**src/rtl/irq_req_pkg.sv**
```systemverilog
package irq_req_pkg;
  localparam int ADDR_W = 2;
  localparam logic [ADDR_W-1:0] ADDR_CTRL = 2'd0;
  localparam logic [ADDR_W-1:0] ADDR_CLR  = 2'd1;
  localparam logic [ADDR_W-1:0] ADDR_STAT = 2'd2;

  // Latch next state: a new event outranks a clear in the same cycle.
  function automatic logic latch_next(input logic cur, input logic set, input logic clr);
    return set | (cur & ~clr);
  endfunction

  // Rising edge of a synchronised level against its previous value.
  function automatic logic rise_of(input logic now_v, input logic prev_v);
    return now_v & ~prev_v;
  endfunction
endpackage

```
**src/rtl/irq_sync_edge.sv**
```systemverilog
module irq_sync_edge #(
  parameter int STAGES = 2
) (
  input  logic clk,
  input  logic rst_n,
  input  logic din,
  output logic pulse
);
  import irq_req_pkg::*;
  localparam int LAST = STAGES - 1;

  logic [STAGES-1:0] chain;
  logic              prev;

  generate
    for (genvar i = 0; i < STAGES; i++) begin : g_stage
      if (i == 0) begin : g_first
        always_ff @(posedge clk or negedge rst_n)
          if (!rst_n) chain[0] <= 1'b0;
          else        chain[0] <= din;
      end else begin : g_next
        always_ff @(posedge clk or negedge rst_n)
          if (!rst_n) chain[i] <= 1'b0;
          else        chain[i] <= chain[i-1];
      end
    end
  endgenerate

  always_ff @(posedge clk or negedge rst_n)
    if (!rst_n) prev <= 1'b0;
    else        prev <= chain[LAST];

  assign pulse = rise_of(chain[LAST], prev);
endmodule

```
**src/rtl/irq_req_latch.sv**
```systemverilog
module irq_req_latch (
  input  logic clk,
  input  logic rst_n,
  input  logic set_evt,
  input  logic clr_cmd,
  output logic pending,
  output logic irq_n
);
  import irq_req_pkg::*;
  logic nxt;

  always_comb nxt = latch_next(pending, set_evt, clr_cmd);

  // The pin register is loaded from the same next state as the latch,
  // so the line never passes through gating after a flop.
  always_ff @(posedge clk or negedge rst_n)
    if (!rst_n) begin
      pending <= 1'b0;
      irq_n   <= 1'b1;
    end else begin
      pending <= nxt;
      irq_n   <= ~nxt;
    end
endmodule

```
**src/rtl/irq_reg_port.sv**
```systemverilog
module irq_reg_port #(
  parameter int DATA_W = 8
) (
  input  logic                            clk,
  input  logic                            rst_n,
  input  logic                            wr_en,
  input  logic [irq_req_pkg::ADDR_W-1:0]  addr,
  input  logic [DATA_W-1:0]               wdata,
  input  logic                            pending,
  output logic                            enable,
  output logic                            clr_cmd,
  output logic [DATA_W-1:0]               rdata
);
  import irq_req_pkg::*;

  always_ff @(posedge clk or negedge rst_n)
    if (!rst_n)                          enable <= 1'b0;
    else if (wr_en && addr == ADDR_CTRL) enable <= wdata[0];

  assign clr_cmd = wr_en && (addr == ADDR_CLR) && wdata[0];

  always_comb begin
    rdata = '0;
    unique case (addr)
      ADDR_CTRL: rdata[0] = enable;
      ADDR_STAT: begin
        rdata[0] = pending;
        rdata[1] = enable;
      end
      default:   rdata = '0;
    endcase
  end
endmodule

```
**src/rtl/irq_ack_decode.sv**
```systemverilog
module irq_ack_decode #(
  parameter int LVL_W     = 3,
  parameter int IRQ_LEVEL = 6
) (
  input  logic             clk,
  input  logic             rst_n,
  input  logic             ack_strobe,
  input  logic [LVL_W-1:0] ack_level,
  input  logic             pending,
  output logic             ack_hit,
  output logic             avec_n
);
  localparam logic [LVL_W-1:0] MY_LEVEL = LVL_W'(IRQ_LEVEL);

  assign ack_hit = ack_strobe && (ack_level == MY_LEVEL);

  always_ff @(posedge clk or negedge rst_n)
    if (!rst_n) avec_n <= 1'b1;
    else        avec_n <= ~(ack_hit && pending);
endmodule

```
**src/rtl/irq_requester.sv**
```systemverilog
module irq_requester #(
  parameter int DATA_W      = 8,
  parameter int LVL_W       = 3,
  parameter int IRQ_LEVEL   = 6,
  parameter int SYNC_STAGES = 2
) (
  input  logic                           clk,
  input  logic                           rst_n,
  input  logic                           evt_raw,
  input  logic                           wr_en,
  input  logic [irq_req_pkg::ADDR_W-1:0] addr,
  input  logic [DATA_W-1:0]              wdata,
  output logic [DATA_W-1:0]              rdata,
  input  logic                           ack_strobe,
  input  logic [LVL_W-1:0]               ack_level,
  output logic                           irq_n,
  output logic                           avec_n
);
  logic evt_pulse, set_evt, clr_cmd, pending, enable, ack_hit;

  irq_sync_edge #(.STAGES(SYNC_STAGES)) u_sync (
    .clk(clk), .rst_n(rst_n), .din(evt_raw), .pulse(evt_pulse));

  // Enable qualifies only the set path of the latch.
  assign set_evt = evt_pulse & enable;

  irq_req_latch u_latch (
    .clk(clk), .rst_n(rst_n), .set_evt(set_evt), .clr_cmd(clr_cmd),
    .pending(pending), .irq_n(irq_n));

  irq_reg_port #(.DATA_W(DATA_W)) u_regs (
    .clk(clk), .rst_n(rst_n), .wr_en(wr_en), .addr(addr), .wdata(wdata),
    .pending(pending), .enable(enable), .clr_cmd(clr_cmd), .rdata(rdata));

  irq_ack_decode #(.LVL_W(LVL_W), .IRQ_LEVEL(IRQ_LEVEL)) u_ack (
    .clk(clk), .rst_n(rst_n), .ack_strobe(ack_strobe), .ack_level(ack_level),
    .pending(pending), .ack_hit(ack_hit), .avec_n(avec_n));
endmodule

```
**config.mk**
```make
export PLATFORM = sky130hd
export DESIGN_NAME = irq_requester
export DESIGN_NICKNAME = d
export VERILOG_FILES = /design/src/rtl/irq_req_pkg.sv /design/src/rtl/irq_sync_edge.sv /design/src/rtl/irq_req_latch.sv /design/src/rtl/irq_reg_port.sv /design/src/rtl/irq_ack_decode.sv /design/src/rtl/irq_requester.sv
export SDC_FILE = /design/constraint.sdc
export NUM_CORES = 1
export LEC_CHECK = 0
export BUFFER_PORTS_ARGS = -buffer_cell sky130_fd_sc_hd__buf_2
export CAP_MARGIN = 20
export CORE_AREA = 2 2 39 41
export CTS_CLUSTER_SIZE = 24
export DETAILED_ROUTE_END_ITERATION = 8
export DIE_AREA = 0 0 41 43
export PLACE_DENSITY = 0.65
export SLEW_MARGIN = 5
export SYNTH_ARGS = -nofsm -noshare
export SYNTH_HDL_FRONTEND = slang
export SYNTH_SLANG_ARGS = --single-unit
```
**constraint.sdc**
```tcl
create_clock -name clk -period 1.8 [get_ports clk]
set_input_delay 0.09 -clock clk [delete_from_list [all_inputs] [get_ports clk]]
set_output_delay 0.09 -clock clk [all_outputs]
set_load 0.1 [all_outputs]
```
; ---- Word level (Yosys, flattened, before mapping)
; Cells that the tools add are included.
[op_classes]
mux = 2
eq_ne = 3
bitwise_logic = 8
n_reduce_logical = 6
[ops]
columns = operator, n
row1 = $logic_and A1 B1 Y1, 5
row2 = $not A1 Y1, 4
row3 = $and A1 B1 Y1, 3
row4 = $eq A3 B3 Y1 const B, 1
row5 = $eq A2 B1 Y1 const B, 1
row6 = $eq A2 B2 Y1 const B, 1
row7 = $logic_not A2 Y1, 1
row8 = $pmux W1 S2, 1
row9 = $mux W1, 1
row10 = $or A1 B1 Y1, 1
[totals]
register_bits = 7
output_inout_bits = 10
in_bits = 18
wordCells = 26

; ---- Longest topological paths before layout
[logic_depth]
ltp_word = 7
ltp_mapped = 2
mapped_depth_nobuf = 2

; ---- Hierarchy
; A second synthesis with hierarchy kept.
[unflattened]
hier_cells = 28
area_unflattened_um2 = 336.6
[modules_own_cells]
columns = mod, area_each_um2, n_inst, cells_each, seq_area_each_um2
row1 = irq_reg_port, 133.9, 1, 15, 25.0
row2 = irq_sync_edge, 88.8, 1, 4, 75.1
row3 = irq_req_latch, 67.6, 1, 5, 51.3
row4 = irq_ack_decode, 40.0, 1, 3, 26.3
row5 = irq_requester, 6.3, 1, 1, 0.0

; ---- Worst setup path after synthesis
; Ideal clock, no wire load.
[synth_path]
kind = register to output
start = register u_latch.pending
end = output rdata[0]
required_ns = 1.710
t_arrival_ns = 1.688
stages_incl_launch_ff = 3
slack_ns = 0.022
cell_sequence = dfrtp_1 -> mux2i_1 -> nor2_1
[synth_via]
elab_chain_cells = 1
[synth_rtl]
columns = item, line
row1 = start: declaration, irq_req_latch.sv:6  ; output logic pending,
row2 = start signal: assignment, irq_req_latch.sv:21  ; pending <= nxt;
row3 = $pmux W1 S2, irq_reg_port.sv:24  ; unique case (addr)
row4 = end: declaration, irq_requester.sv:13  ; output logic [DATA_W-1:0] rdata,
; Every way passes these cells.

; ---- Worst setup path in the final report
; Ends and elaborated chain as after synthesis.

==> results.json <==
{
  "status": "completed",
  "num_rows": 14,
  "htree_levels": 1,
  "max-clock-path-buffers": 2,
  "chipWidth_um": 41,
  "grt_max_degree": 8,
  "routed_via_density": 3.95,
  "hold_buffers": 3,
  "startpoint_type": "register",
  "pin_count": 28,
  "grt_use_total_pct": 7.92,
  "crit_path_start": "u_latch.pending$_DFF_PN0_",
  "core_area_um2": 1380,
  "clk_pin_slew_ps": 50,
  "worstHoldStart": "ack_level[0]",
  "synthCells": 25,
  "finalMaxSlewViolations": 0,
  "wl_per_cell_um": 8.74,
  "globalplace.congestion": 0.686,
  "clock_latency_ps": 250,
  "route.detailed.drc": 0,
  "utilization_pct": 32.5,
  "ant_nets": 0,
  "cpPeakStageDelay_ps": 430,
  "area_growth_pct": 40.6,
  "ff2ff_setup_slack_ps": 1010,
  "rr_endpoint": "u_regs.enable$_DFFE_PN0P_",
  "mostFrequentLayoutCells": "buf_2 (14), conb_1 (6), dfrtp_1 (5)",
  "drive_above_1_share_pct": 47.8,
  "ir_worst_vdd_mv": 0.603,
  "crit_chain": "mux2i_1 -> nor2_1 -> buf_2",
  "hold_path_depth": 3,
  "num_vias": 245,
  "whs_endpoint": "u_ack.avec_n$_DFF_PN1_",
  "finalSetupViolCount": 0,
  "max_freq_mhz": 747,
  "n_antenna_cell": 0,
  "clock_skew_ps": 5.74,
  "post_cts_resized": 0,
  "seq_area_frac_synth_pct": 55.5,
  "r2r_start": "u_regs.enable$_DFFE_PN0P_",
  "cp.arrival_ps": 1250,
  "design.die.area_um2": 1760,
  "grt_pass1_wl_um": 855,
  "synth.distinct_cells": 15,
  "cpLargestDelayFamily": "buffers and inverters",
  "finalCriticalPeriod_ps": 1340,
  "setup_tns_ps": 0,
  "crit_required_ps": 1710,
  "synth_top_area_share_pct": 39.1,
  "final_common_cell": "buf_2",
  "worstPathMaxFanout": 4,
  "critPathBufInv": 1,
  "die_y_um": 43,
  "cp.depth": 3,
  "dr.first_iter.drc_count": 2,
  "nets": 65,
  "ys_warn_count": 0,
  "reg2reg_depth": 1,
  "min_period_over_period_pct": 74.3,
  "cts-root-buf": "clkbuf_4",
  "drv_cap": 0,
  "cpMaxStageDelayCell": "buf_2",
  "grt-ovfl-total": 0,
  "cts_buffers": 3,
  "syn_area_per_cell_um2": 12.8,
  "netlist.top_cell.by_area": "dfrtp_1",
  "hold_path.class": "in -> reg",
  "rsz0062_at_grt": "no",
  "drt-total-wl_um": 542,
  "cts_sinks": 7,
  "end_kind": "primary output",
  "post_cts_buffers": 0,
  "netlist_area_um2": 320,
  "antenna_found_initial": 0,
  "cts_tree": "done",
  "drtPass1Iterations": 4,
  "path_class": "reg -> out",
  "finalHoldViolCount": 0,
  "setup_ws_ps": 462,
  "first_global_vias": 235,
  "p_per_area_nw_per_um2": 1180,
  "initial_utilization_pct": 23.1,
  "pre_cts_ws_ps": 728,
  "synth_area_leaders": "dfrtp_1 (39%), dfstp_2 (16%), buf_4 (14%), mux2_4 (4.7%), nor3b_2 (3.9%)",
  "io_buffers": 14,
  "p_leak_nw": 0.223,
  "synth-seq-cells": 7
}
worst max path at each step:
stage               slack (ps)       end
finish                     460  rdata[0]
CTS                        450  rdata[0]
floorplan                   20  rdata[0]
global route               390  rdata[0]
global placement           710  rdata[0]
detailed placement         730  rdata[0]
cells by family after synthesis:
logic type / count (synthesis) / synth area share (%)
AOI/OAI and AO/OA: 2 / 5.47
and+or+nand+nor: 7 / 16.0
muxes: 2 / 7.81
other: 1 / 1.17
buffers and inverters: 6 / 14.1
DFF: 7 / 55.5
final cells by class:
cell class,count,area [um2]
multi-input cells,17,116
clock buffers,4,26.3
fillers,146,933
repair buffers,18,110
well taps,16,20.0
flip-flops and latches,7,178
where the power goes:
part           switching, mW  internal (mW)  total, mW
Combinational          0.157         0.0397      0.197
Clock                 0.0575         0.0846      0.142
Sequential            0.0120          0.180      0.192
Total                  0.227          0.305      0.531
layer usage:
metal  track usage (%)  share of wire (%)  vias up
met5                 0                  0        -
met4              6.00                  0        0
met3              6.28                7.9        0
met2              10.3                 51       10
met1              8.00                 42      118
li1                  -                  -      117
Yosys cell counts:
cell type	number
nand2_1	1
dfrtp_1	5
nor2b_1	1
buf_4	6
and3b_2	1
conb_1	1
o2bb2ai_1	1
dfstp_2	2
nand4b_1	1
nor3b_2	1
a2bb2oi_1	1
mux2_4	1
mux2i_1	1
nor2_1	1
nand4_1	1
per-stage QoR:
step / power, mW / hold slack, ps / cell area (um2) / instances
final: 0.531 / 56.1 / 450 / 62
after global routing: 0.561 / 58.1 / 450 / 62
after CTS: 0.535 / 5.92 / 440 / 61
after detailed placement: 0.386 / -73.5 / 384 / 54
after global placement: 0.385 / -76.5 / 384 / 54
after floorplan: 0.367 / -206 / 339 / 30
registers in the layout (all words and copies together) (netlist names):
signal / cells
u_latch.pending: 1
u_sync.chain: 2
u_latch.irq_n: 1
u_regs.enable: 1
u_ack.avec_n: 1
u_sync.prev: 1
No activity file was read; power rests on OpenSTA's default activity.
